==> config.mk <==
export PLATFORM = sky130hd
export DESIGN_NAME = vtg_core
export DESIGN_NICKNAME = d
export VERILOG_FILES = /design/src/rtl/vtg_pkg.sv /design/src/rtl/vtg_regfile.sv /design/src/rtl/vtg_window.sv /design/src/rtl/vtg_core.sv
export SDC_FILE = /design/constraint.sdc
export NUM_CORES = 1
export LEC_CHECK = 0
export BUFFER_PORTS_ARGS = -buffer_cell sky130_fd_sc_hd__buf_4
export CORE_MARGIN = 2
export CORE_UTILIZATION = 62
export CTS_CLUSTER_SIZE = 30
export DETAILED_ROUTE_END_ITERATION = 7
export PLACE_DENSITY = 0.81
export REMOVE_ABC_BUFFERS = 1
export SETUP_SLACK_MARGIN = 0.3
export SKIP_LAST_GASP = 1
export SYNTH_ARGS = -nofsm -noshare
export SYNTH_HDL_FRONTEND = slang
export SYNTH_SLANG_ARGS = --single-unit
==> constraint.sdc <==
create_clock -name clk -period 5 [get_ports clk]
set_input_delay 1 -clock clk [delete_from_list [all_inputs] [get_ports clk]]
set_output_delay 1 -clock clk [all_outputs]
set_load 0.03 [all_outputs]
==> src/rtl/vtg_pkg.sv <==
package vtg_pkg;
    localparam int REG_DW   = 32;
    localparam int CNT_W    = REG_DW / 2;
    localparam int NUM_REGS = 8;
    localparam int REG_AW   = $clog2(NUM_REGS);

    localparam int ADDR_KEY    = 0;
    localparam int ADDR_CTRL   = 1;
    localparam int ADDR_H_BASE = 2;
    localparam int ADDR_V_BASE = 5;

    localparam int CTRL_GEN = 0;
    localparam int CTRL_GFX = 1;
    localparam int CTRL_VID = 2;
    localparam int CTRL_W   = 3;

    typedef struct packed {
        logic [CNT_W-1:0] hi;
        logic [CNT_W-1:0] lo;
    } span_t;

    typedef struct packed {
        span_t act;
        span_t blank;
        span_t sync;
    } axis_cfg_t;

    typedef enum logic {
        ST_STOPPED = 1'b0,
        ST_RUNNING = 1'b1
    } gen_state_t;
endpackage

==> src/rtl/vtg_regfile.sv <==
module vtg_regfile
    import vtg_pkg::*;
#(
    parameter logic [REG_DW-1:0] UNLOCK_KEY = 32'h0000_4758
) (
    input  logic              clk,
    input  logic              rst_n,
    input  logic              wr_en,
    input  logic [REG_AW-1:0] wr_addr,
    input  logic [REG_DW-1:0] wr_data,
    input  logic [REG_AW-1:0] rd_addr,
    output logic [REG_DW-1:0] rd_data,
    input  logic              frame_load,
    output logic [CTRL_W-1:0] ctrl,
    output logic              unlocked,
    output axis_cfg_t         h_cfg,
    output axis_cfg_t         v_cfg
);
    logic [REG_DW-1:0] reg_q [NUM_REGS];
    logic              unlocked_q;
    axis_cfg_t         h_live, v_live;

    always_ff @(posedge clk) begin
        if (!rst_n) begin
            unlocked_q <= 1'b0;
        end else if (wr_en && wr_addr == REG_AW'(ADDR_KEY)) begin
            unlocked_q <= (wr_data == UNLOCK_KEY);
        end
    end

    always_ff @(posedge clk) begin
        if (!rst_n) begin
            for (int i = 0; i < NUM_REGS; i++) reg_q[i] <= '0;
        end else begin
            for (int i = 1; i < NUM_REGS; i++) begin
                if (wr_en && unlocked_q && wr_addr == REG_AW'(i))
                    reg_q[i] <= wr_data;
            end
        end
    end

    assign rd_data = reg_q[rd_addr];
    assign ctrl    = reg_q[ADDR_CTRL][CTRL_W-1:0];
    assign unlocked = unlocked_q;

    assign h_live = axis_cfg_t'({reg_q[ADDR_H_BASE], reg_q[ADDR_H_BASE+1], reg_q[ADDR_H_BASE+2]});
    assign v_live = axis_cfg_t'({reg_q[ADDR_V_BASE], reg_q[ADDR_V_BASE+1], reg_q[ADDR_V_BASE+2]});

    // Working copy of the geometry, refreshed only at frame boundaries or while stopped
    always_ff @(posedge clk) begin
        if (!rst_n) begin
            h_cfg <= '0;
            v_cfg <= '0;
        end else if (frame_load) begin
            h_cfg <= h_live;
            v_cfg <= v_live;
        end
    end
endmodule

==> src/rtl/vtg_window.sv <==
module vtg_window
    import vtg_pkg::*;
(
    input  logic [CNT_W-1:0] pos,
    input  axis_cfg_t        cfg,
    output logic             in_sync,
    output logic             in_blank,
    output logic             in_active
);
    // Windows are half-open from the lo field: lo < pos <= hi
    assign in_sync   = (pos > cfg.sync.lo)  && (pos <= cfg.sync.hi);
    assign in_blank  = (pos > cfg.blank.lo) && (pos <= cfg.blank.hi);
    assign in_active = (pos <= cfg.act.lo);
endmodule

==> src/rtl/vtg_core.sv <==
module vtg_core
    import vtg_pkg::*;
#(
    parameter logic [REG_DW-1:0] UNLOCK_KEY = 32'h0000_4758
) (
    input  logic              clk,
    input  logic              rst_n,
    input  logic              wr_en,
    input  logic [REG_AW-1:0] wr_addr,
    input  logic [REG_DW-1:0] wr_data,
    input  logic [REG_AW-1:0] rd_addr,
    output logic [REG_DW-1:0] rd_data,
    output logic              hsync,
    output logic              vsync,
    output logic              hblank,
    output logic              vblank,
    output logic              disp_en,
    output logic [CNT_W-1:0]  pix_x,
    output logic [CNT_W-1:0]  line_y
);
    gen_state_t        state_q, state_d;
    logic [CTRL_W-1:0] ctrl;
    logic              unlocked;
    axis_cfg_t         h_cfg, v_cfg;
    logic [CNT_W-1:0]  x_q, y_q;
    logic              running, line_end, frame_end, frame_load;
    logic              h_sync_w, h_blank_w, h_act_w;
    logic              v_sync_w, v_blank_w, v_act_w;

    vtg_regfile #(.UNLOCK_KEY(UNLOCK_KEY)) u_regs (
        .clk        (clk),
        .rst_n      (rst_n),
        .wr_en      (wr_en),
        .wr_addr    (wr_addr),
        .wr_data    (wr_data),
        .rd_addr    (rd_addr),
        .rd_data    (rd_data),
        .frame_load (frame_load),
        .ctrl       (ctrl),
        .unlocked   (unlocked),
        .h_cfg      (h_cfg),
        .v_cfg      (v_cfg)
    );

    vtg_window u_hwin (
        .pos(x_q), .cfg(h_cfg),
        .in_sync(h_sync_w), .in_blank(h_blank_w), .in_active(h_act_w)
    );

    vtg_window u_vwin (
        .pos(y_q), .cfg(v_cfg),
        .in_sync(v_sync_w), .in_blank(v_blank_w), .in_active(v_act_w)
    );

    assign running    = (state_q == ST_RUNNING);
    assign line_end   = (x_q == h_cfg.act.hi);
    assign frame_end  = line_end && (y_q == v_cfg.act.hi);
    assign frame_load = !running || frame_end;

    // State register
    always_ff @(posedge clk) begin
        if (!rst_n) state_q <= ST_STOPPED;
        else        state_q <= state_d;
    end

    // Transitions: START and HALT
    always_comb begin
        state_d = state_q;
        unique case (state_q)
            ST_STOPPED: if (ctrl[CTRL_GEN])  state_d = ST_RUNNING;
            ST_RUNNING: if (!ctrl[CTRL_GEN]) state_d = ST_STOPPED;
        endcase
    end

    // Raster counters, cleared whenever the next state is STOPPED or just started
    always_ff @(posedge clk) begin
        if (!rst_n) begin
            x_q <= '0;
            y_q <= '0;
        end else if (running && state_d == ST_RUNNING) begin
            if (line_end) begin
                x_q <= '0;
                y_q <= (y_q == v_cfg.act.hi) ? '0 : y_q + 1'b1;
            end else begin
                x_q <= x_q + 1'b1;
            end
        end else begin
            x_q <= '0;
            y_q <= '0;
        end
    end

    // Outputs per state
    always_comb begin
        unique case (state_q)
            ST_STOPPED: begin
                hsync   = 1'b0;
                vsync   = 1'b0;
                hblank  = 1'b1;
                vblank  = 1'b1;
                disp_en = 1'b0;
            end
            ST_RUNNING: begin
                hsync   = h_sync_w;
                vsync   = v_sync_w;
                hblank  = h_blank_w;
                vblank  = v_blank_w;
                disp_en = h_act_w && v_act_w && ctrl[CTRL_GFX] && ctrl[CTRL_VID];
            end
        endcase
    end

    assign pix_x  = x_q;
    assign line_y = y_q;
endmodule

==> run_results.csv, run 1 <==
group,metric,value,unit
run_status,status,"finished, final reports clean",
place,numPortBuffers,109,
synth,ys_ff_latch,450,
critical_path,worstReg2RegStart,"line_y[10]$_SDFFE_PN0N_",
cells_and_area,multi_input_area,0.00951,sq mm
sta,finalCriticalPeriod,4.38,ns
pwr,peakVddDrop,372,uV
pwr,total_power,8.50,mW
floorplanning,core_area,0.0354,sq mm
global_routing,grt_pass1_vias,17300,
critical_path,r2r-end,"u_regs.h_cfg[40]$_SDFFE_PN0P_",
sta,slew_headroom,0.212,
critical_path,cp.arrival,3.38,ns
critical_path,worstPathMaxFanout,11,
hold_path,worstHoldPathCells,2,
sta,fin_ws,0.623,ns
sta,whs,0.454,ns
sta,finalMaxSlewViolations,0,
sta,setup_viol,0,
critical_path,cp-start-kind,"flop",
sta,fmax,228,MHz
clock_tree,cts_buffers,46,
synth,syn_area,0.0222,sq mm
pwr,total_leakage_power,10.0,nW
cells_and_area,layout_commonest_cell,"nand2_1",
drt,finalWirelength,61700,um
floorplanning,fp.dieW,193,um
sta,rsz0062_at_grt,"no",
floorplanning,die_h,193,um
critical_path,reg2regPathDepth,7,
cells_and_area,antenna_cells,0,
floorplanning,initial_core_util,0.627,
synth,ys.flop_type,"dfxtp_1",
global_routing,grt_pass1_wl,94400,um
floorplanning,die-area,0.0373,sq mm
hold_path,worstHoldEndpoint,"u_regs.v_cfg[57]$_SDFFE_PN0P_",
drt,num_vias,17700,
global_routing,grt-ovfl-total,0,
clock_tree,clock_path_buffers,3,
clock_tree,clk_latency,0.57,ns
synth,synth_cells,2273,
cells_and_area,mostFrequentLayoutCells,"nand2_1, dfxtp_1, edfxtp_1",
drt,avgRoutedWirePerCell,21.8,um
sta,tns,0,ns
floorplanning,placementRows,69,
sta,finalCritPeriodShare,0.875,
global_routing,antenna_found_initial,0,
synth,synth-edff-count,224,
place,place_hpwl,42000,um
drt,drc,0,
drt,vias_per_cell,6.25,
clock_tree,clock-root-buffer,"clkbuf_16",
synth,synth-async-reset-ratio,0,
hold_path,hold_path.class,"flop to flop",
sta,finClkSkew,0.0213,ns
place,place_ws,1.11,ns
sta,worst-slew-pin-transition,1.18,ns
drt,ant_nets,0,
clock_tree,postCtsSetupBuffers,0,
synth,synth_top_area_cell,"edfxtp_1",
global_routing,track_usage,0.324,
place,place_area,0.0233,sq mm
place,gp_congestion,0.940,
cells_and_area,drive_gt1_frac,0.119,
cells_and_area,nets,2530,
run,maxCapViolCount,0,
sta,final-hold-violation-count,0,
clock_tree,cts.repair.resized,0,
critical_path,rrSetupSlack,1.86,ns
cells_and_area,post-route-util,0.702,
clock_tree,htreeDepth,2,
place,placedCellCount,2740,
synth,avgSynthCellArea,9.77,sq um
clock_tree,clkTransAtPathRegs,0.06,ns
drt,drtIter0Drc,1704,
synth,yosysSeqAreaShare,0.507,
drt,dr.pass1.iters,6,
hold_path,min_from,"u_regs.v_cfg[57]$_SDFFE_PN0P_",
clock_tree,cts_tree,"done",
cells_and_area,finalNonFillerCells,2825,
synth,yosysTopAreaCellShare,0.303,
pwr,power.density,342,mW/mm^2
cells_and_area,regArea,0.0113,sq mm
cells_and_area,fill_cells,2546,
floorplanning,io_pins,110,
critical_path,crit_required,4.00,ns
synth,ys_warn_count,0,
clock_tree,cts_hold_buf,0,
synth,synthDistinctLibCells,45,
critical_path,cp-end-kind,"output port",
cells_and_area,syn2layout_area_growth,11.8,%
critical_path,crit_type,"flop to output port",
clock_tree,cts.sinks,450,
synth,yosys-top-cells-area,"edfxtp_1, dfxtp_1, ha_1, nand3_1, nand2_1",
cells_and_area,fin_area,0.0248,sq mm
global_routing,grt_max_degree,289,
synth_stat cells (all sizes together), types with 7 or more instances:
master and instances:
nand2 259, dfxtp 226, edfxtp 224, inv 220
nand3 218, nor2 206, o21ai 202, ha 162
clkbuf 94, a21oi 82, nand4 54, buf 40
xnor2 39, a221oi 36, mux2 32, mux4 32
a21o 26, xor2 22, and3 12, a211oi 11
nor2b 11, nor4 9, o31ai 9, o211ai 7
worst max-delay path, stage by stage, from the launching register on:
cell and delay [ns]:
dfxtp_1 0.85, ha_1 0.40, nand4_1 0.19, a21oi_1 0.09
a2111oi_0 0.75, o21a_1 0.22, a211oi_1 0.10, buf_4 0.21
where the power goes:
group / internal [mW] / total (mW) / switching, mW
Combinational: 0.266 / 0.758 / 0.492
Clock: 2.13 / 3.58 / 1.45
Sequential: 4.04 / 4.17 / 0.124
area by class of cell:
| class | instances | share of cell area |
|---|---|---|
| Clock buffer | 58 | 0.0502 |
| Tap cell | 461 | 0.0232 |
| Timing Repair Buffer | 140 | 0.0446 |
| Multi-Input combinational cell | 1469 | 0.383 |
| Inverter | 220 | 0.0333 |
| Sequential cell | 450 | 0.453 |
| Clock inverter | 27 | 0.0127 |
registers in the layout, summed over array words and instances (netlist names):
| signal | count |
|---|---|
| u_regs.v_cfg | 96 |
| u_regs.unlocked | 1 |
| pix_x | 16 |
| u_regs.h_cfg | 96 |
| running | 1 |
| line_y | 16 |
| u_regs.reg_q | 224 |
worst max-delay path by stage:
stage	depth (start not counted)	from	end
after floorplan	5	pix_x[7]$_SDFF_PP0_	u_regs.v_cfg[0]$_SDFFE_PN0P_
after global placement	6	rd_addr[1]	rd_data[8]
after detailed placement	6	rd_addr[1]	rd_data[10]
after CTS	7	pix_x[6]$_SDFF_PP0_	hsync
after global routing	7	pix_x[6]$_SDFF_PP0_	hsync
final	7	pix_x[6]$_SDFF_PP0_	hsync
logic make-up (layout without fill, tap and decap cells):
family / after synthesis / in the layout / synth area share
and+or+nand+nor: 793 / 793 / 0.160
DFF: 450 / 450 / 0.507
xor gates and xnor gates: 61 / 61 / 0.0241
buffers and inverters: 354 / 445 / 0.0664
adders and majority gates: 162 / 162 / 0.0913
muxes: 65 / 65 / 0.0491
AOI/OAI and AO/OA: 388 / 388 / 0.102
metal layers:
| layer | vias to the layer above | track usage | share of wire |
|---|---|---|---|
| met3 | 226 | 0.0474 | 0.087 |
| met2 | 973 | 0.544 | 0.48 |
| met4 | 0 | 0.174 | 0.058 |
| li1 | 8075 | - | - |
| met1 | 8389 | 0.406 | 0.37 |
| met5 | - | 0 | 0 |
No activity file was read; power rests on OpenSTA's default activity.
==> run 2, diff against run 1 <==
--- a/config.mk
+++ b/config.mk
@@ -7,10 +7,10 @@
 export LEC_CHECK = 0
 export BUFFER_PORTS_ARGS = -buffer_cell sky130_fd_sc_hd__buf_4
 export CORE_MARGIN = 2
-export CORE_UTILIZATION = 62
+export CORE_UTILIZATION = 54
 export CTS_CLUSTER_SIZE = 30
 export DETAILED_ROUTE_END_ITERATION = 7
-export PLACE_DENSITY = 0.81
+export PLACE_DENSITY = 0.73
 export REMOVE_ABC_BUFFERS = 1
 export SETUP_SLACK_MARGIN = 0.3
 export SKIP_LAST_GASP = 1
==> run_results.csv, run 2 (same netlist as run 1, synthesis figures left out) <==
group,metric,value,unit
run_status,status,"finished, final reports clean",
drt,avgRoutedWirePerCell,21.4,um
clock_tree,cts.sinks,450,
cells_and_area,nets,2535,
place,numPortBuffers,109,
cells_and_area,drive_gt1_frac,0.118,
place,placedCellCount,2815,
hold_path,worstHoldPathCells,2,
critical_path,cp-start-kind,"flop",
global_routing,track_usage,0.293,
sta,worst-slew-pin-transition,1.43,ns
critical_path,cp-end-kind,"output port",
critical_path,crit_family,"compound AO/OA/AOI/OAI gates",
pwr,power.density,339,mW/mm^2
sta,fin_ws,0.764,ns
critical_path,crit_slowest_cell,"dfxtp_1",
sta,finalCriticalPeriod,4.24,ns
sta,setup_viol,0,
floorplanning,initial_core_util,0.545,
clock_tree,clock-root-buffer,"clkbuf_16",
sta,slew_headroom,0.0443,
sta,fmax,236,MHz
cells_and_area,top_regs,"u_regs.reg_q: 224 flops, u_regs.h_cfg: 96 flops, u_regs.v_cfg: 96 flops",
hold_path,hold_path.class,"flop to flop",
cells_and_area,fin_area,0.0249,sq mm
drt,drc,0,
floorplanning,fp.dieW,207,um
clock_tree,clk_latency,0.58,ns
floorplanning,io_pins,110,
global_routing,grt_pass1_wl,94700,um
drt,drtIter0Drc,1598,
critical_path,crit_type,"flop to output port",
drt,ant_nets,0,
place,gp_congestion,0.917,
place,place_ws,1.20,ns
critical_path,reg2regPathDepth,7,
place,place_hpwl,43200,um
place,place_area,0.0234,sq mm
pwr,peakVddDrop,271,uV
critical_path,path_depth,7,
pwr,total_leakage_power,10.0,nW
clock_tree,cts_tree,"done",
clock_tree,clkTransAtPathRegs,0.06,ns
drt,num_vias,17200,
cells_and_area,largest_reg_flops,224,
cells_and_area,layout_commonest_cell,"nand2_1",
clock_tree,postCtsSetupBuffers,0,
critical_path,rrSetupSlack,1.57,ns
critical_path,worstPathMaxFanout,12,
floorplanning,core_area,0.0407,sq mm
sta,finClkSkew,0.0220,ns
cells_and_area,antenna_cells,0,
hold_path,min_from,"u_regs.v_cfg[26]$_SDFFE_PN0P_",
cells_and_area,syn2layout_area_growth,12.2,%
cells_and_area,mostFrequentLayoutCells,"nand2_1, dfxtp_1, edfxtp_1",
clock_tree,cts.repair.resized,0,
sta,finalMaxSlewViolations,0,
sta,whs,0.454,ns
critical_path,r2r-end,"u_regs.h_cfg[74]$_SDFFE_PN0P_",
critical_path,path_buf_inv,1,
clock_tree,htreeDepth,2,
floorplanning,die-area,0.0428,sq mm
critical_path,cpPeakStageDelay,0.84,ns
pwr,total_power,8.45,mW
global_routing,grt_pass1_vias,16900,
clock_tree,clock_path_buffers,3,
critical_path,crit_chain,"ha_1 > nand4_1 > a21oi_1 > a2111oi_0 > o21a_1 > a211oi_1 > buf_4",
drt,vias_per_cell,5.93,
drt,finalWirelength,62100,um
critical_path,crit_required,4.00,ns
critical_path,cp.arrival,3.24,ns
global_routing,grt_max_degree,289,
drt,dr.pass1.iters,6,
global_routing,grt-ovfl-total,0,
hold_path,worstHoldEndpoint,"u_regs.v_cfg[26]$_SDFFE_PN0P_",
cells_and_area,finalNonFillerCells,2903,
critical_path,startpoint,"pix_x[7]$_SDFF_PP0_",
sta,finalCritPeriodShare,0.847,
run,maxCapViolCount,0,
global_routing,antenna_found_initial,0,
floorplanning,placementRows,74,
floorplanning,die_h,207,um
sta,final-hold-violation-count,0,
critical_path,worstReg2RegStart,"line_y[3]$_SDFFE_PN0N_",
cells_and_area,top_register,"u_regs.reg_q",
sta,rsz0062_at_grt,"no",
clock_tree,cts_buffers,47,
clock_tree,cts_hold_buf,0,
==> run 2: worst max path at each step <==
stage | end
floorplan | u_regs.v_cfg[0]$_SDFFE_PN0P_
global placement | rd_data[14]
detailed placement | rd_data[14]
CTS | hsync
global route | hsync
finish | hsync
==> run 2: metal layers <==
layer,wire (um),vias up,GRT usage
met1,24500,8316,0.367
met2,30800,632,0.511
li1,-,8086,-
met4,2750,0,0.123
met5,0,-,0
met3,3960,171,0.0389
==> run 2: area by class of cell <==
type / count / area, sq um
clock buffers: 60 / 1240
clock inverters: 28 / 294
fillers: 3390 / 15800
inverters: 220 / 826
multi-input cells: 1469 / 9510
flip-flops and latches: 450 / 11300
well taps: 532 / 666
repair buffers: 144 / 1130
==> run 2: report_power, final <==
part           switching [mW]  internal [mW]  total, mW
registers               0.122           4.04       4.17
clock network            1.47           2.07       3.54
logic                   0.485          0.264      0.749
total                    2.07           6.38       8.45
==> run 2: metrics by stage <==
stage,utilization,TNS [ns]
3_3_place_gp,0.574,0
3_5_place_dp,0.574,0
2_1_floorplan,-,-853.86
4_1_cts,0.612,0
5_1_grt,0.612,0
6_report,0.612,0
==> run 2: worst reg2reg max path: stages, from the launching register on <==
cell	delay, ns
dfxtp_1	0.71
xnor2_1	0.25
nand4_1	0.18
nor4_1	0.77
a21boi_4	0.14
buf_12	0.28
nand3_1	0.80
o21ai_1	0.12
==> run 3, diff against run 2 <==
==> constraint.sdc (replaced) <==
create_clock -name clk -period 4.01 [get_ports clk]
set_input_delay 0.802 -clock clk [delete_from_list [all_inputs] [get_ports clk]]
set_output_delay 0.802 -clock clk [all_outputs]
set_load 0.03 [all_outputs]
==> run_results.csv, run 3 (same netlist as run 1, synthesis figures left out) <==
group,metric,value,unit
drt,vias_per_cell,5.95,
global_routing,grt-ovfl-total,0,
sta,fmax,279,MHz
drt,drc,0,
clock_tree,htreeDepth,2,
critical_path,cp-start-kind,"flop",
cells_and_area,drive_gt1_frac,0.131,
cells_and_area,layout_commonest_cell,"nand2_1",
clock_tree,cts_tree,"done",
sta,rsz0062_at_grt,"yes",
cells_and_area,multi_input_area,0.00953,sq mm
pwr,total_power,10.4,mW
clock_tree,cts.sinks,450,
run_status,status,"finished, final reports clean",
clock_tree,clock_path_buffers,3,
global_routing,grt_pass1_wl,94100,um
critical_path,crit_family,"compound AO/OA/AOI/OAI gates",
pwr,p_int,7.85,mW
critical_path,worstPathMaxFanout,5,
cells_and_area,largest_reg_flops,224,
sta,finClkSkew,0.0141,ns
drt,ant_nets,0,
cells_and_area,mostFrequentLayoutCells,"nand2_1, edfxtp_1, inv_1, nand3_1, dfxtp_1",
floorplanning,die_h,207,um
sta,slew_headroom,0.191,
clock_tree,cts_hold_buf,0,
clock_tree,clock-root-buffer,"clkbuf_16",
cells_and_area,syn2layout_area_growth,12.7,%
floorplanning,fp.dieW,207,um
cells_and_area,top_register,"u_regs.reg_q",
sta,setup_viol,0,
place,numPortBuffers,109,
pwr,p_sw_frac,0.246,
sta,finalCritPeriodShare,0.895,
drt,avgRoutedWirePerCell,21.4,um
critical_path,cpPeakStageDelay,0.48,ns
pwr,peakVddDrop,326,uV
cells_and_area,regArea,0.0113,sq mm
run,maxCapViolCount,0,
floorplanning,placementRows,74,
drt,drtIter0Drc,1486,
drt,finalWirelength,62400,um
cells_and_area,finalNonFillerCells,2911,
floorplanning,core_area,0.0407,sq mm
place,placedCellCount,2824,
critical_path,cp.arrival,2.79,ns
cells_and_area,post-route-util,0.614,
clock_tree,clk_latency,0.57,ns
cells_and_area,nets,2543,
pwr,total_leakage_power,10.1,nW
critical_path,cp_common_cell,"buf_4",
critical_path,rrSetupSlack,1.16,ns
floorplanning,die-area,0.0428,sq mm
sta,finalMaxSlewViolations,0,
pwr,power.density,416,mW/mm^2
pwr,combPwrFrac,0.092,
drt,dr.pass1.iters,5,
sta,whs,0.455,ns
global_routing,antenna_found_initial,2,
pwr,p_sw,2.57,mW
place,place_hpwl,43500,um
critical_path,path_buf_inv,2,
cells_and_area,fill_cells,3398,
clock_tree,postCtsSetupBuffers,0,
hold_path,hold_path.class,"flop to flop",
sta,final-hold-violation-count,0,
global_routing,track_usage,0.291,
floorplanning,io_pins,110,
critical_path,crit_chain,"buf_4 > ha_1 > nand4_1 > nor3_1 > a221o_1 > o31ai_1 > o21ai_0 > buf_4",
critical_path,crit_type,"flop to output port",
sta,worst-slew-pin-transition,1.21,ns
critical_path,crit_slowest_cell,"dfxtp_1",
sta,finalCriticalPeriod,3.59,ns
pwr,power_frac_clock,0.409,
clock_tree,clkTransAtPathRegs,0.06,ns
critical_path,cp-end-kind,"output port",
floorplanning,initial_core_util,0.545,
cells_and_area,top_regs,"u_regs.reg_q: 224 flops, u_regs.h_cfg: 96 flops, u_regs.v_cfg: 96 flops",
clock_tree,cts_buffers,46,
global_routing,grt_max_degree,309,
critical_path,crit_required,3.21,ns
global_routing,grt_pass1_vias,16900,
drt,num_vias,17300,
place,gp_congestion,0.904,
pwr,seq_power_share,0.499,
## run 3: changes by cell type in the layout (fill, tap and decap cells not counted), sizes merged
cell	delta
clkbuf	+5
inv	-3
clkinv	-5
clkinvlp	+4
bufinv	-3
buf	+9
diode	+1
## run 3: final cells by class
class | count | share of cell area
sequential | 450 | 0.450
multi-input combinational | 1469 | 0.381
clock buffer | 65 | 0.0522
timing repair buffer | 153 | 0.0497
inverter | 220 | 0.0330
tap | 532 | 0.0266
clock inverter | 21 | 0.00740
antenna | 1 | 0.000100
## run 3: metrics by stage
| step | setup TNS (ns) | worst slack (ns) | area, sq um |
|---|---|---|---|
| final | 0 | 0.421 | 25000 |
| after global routing | 0 | 0.288 | 25000 |
| after CTS | 0 | 0.302 | 25000 |
| after detailed placement | 0 | 0.623 | 23500 |
| after global placement | 0 | 0.638 | 23500 |
| after floorplan | -1043.94 | -5.74 | 21600 |
## run 3: path summary, 6_finish.rpt
check,start,to,depth (start not counted)
max,line_y[15]$_SDFFE_PN0N_,vblank,8
max reg2reg,pix_x[6]$_SDFF_PP0_,pix_x[2]$_SDFF_PP0_,7
min reg2reg,u_regs.h_cfg[58]$_SDFFE_PN0P_,u_regs.h_cfg[58]$_SDFFE_PN0P_,2
min,u_regs.h_cfg[58]$_SDFFE_PN0P_,u_regs.h_cfg[58]$_SDFFE_PN0P_,2
## run 3: worst min-delay path, delay by kind of cell (launching register included)
family | cells | cell delay (ns)
AO/OA/AOI/OAI | 1 | 0.05
flip-flops | 1 | 0.31
AND/OR/NAND/NOR | 1 | 0.06
## run 3: what timing repair did
item                       4_1_cts  5_1_grt
pin swaps                        0        0
setup endpoints to repair        2        5
gates resized for setup          4       21
cloned                           0        0
## run 3: power groups by stage
| stage | clock network (mW) | registers (mW) | logic, mW |
|---|---|---|---|
| after CTS | 4.30 | 5.19 | 0.943 |
| after global routing | 4.49 | 5.21 | 1.04 |
| after floorplan | 0 | 5.21 | 0.550 |
| after detailed placement | 0 | 5.29 | 0.940 |
| final | 4.26 | 5.20 | 0.954 |
| after global placement | 0 | 5.28 | 0.915 |
## run 3: metal layers
layer,vias up,GRT usage,share of wire
met4,0,0.124,0.041
met5,-,0,0
met3,148,0.0455,0.077
li1,8103,-,-
met1,8331,0.357,0.38
met2,729,0.512,0.50
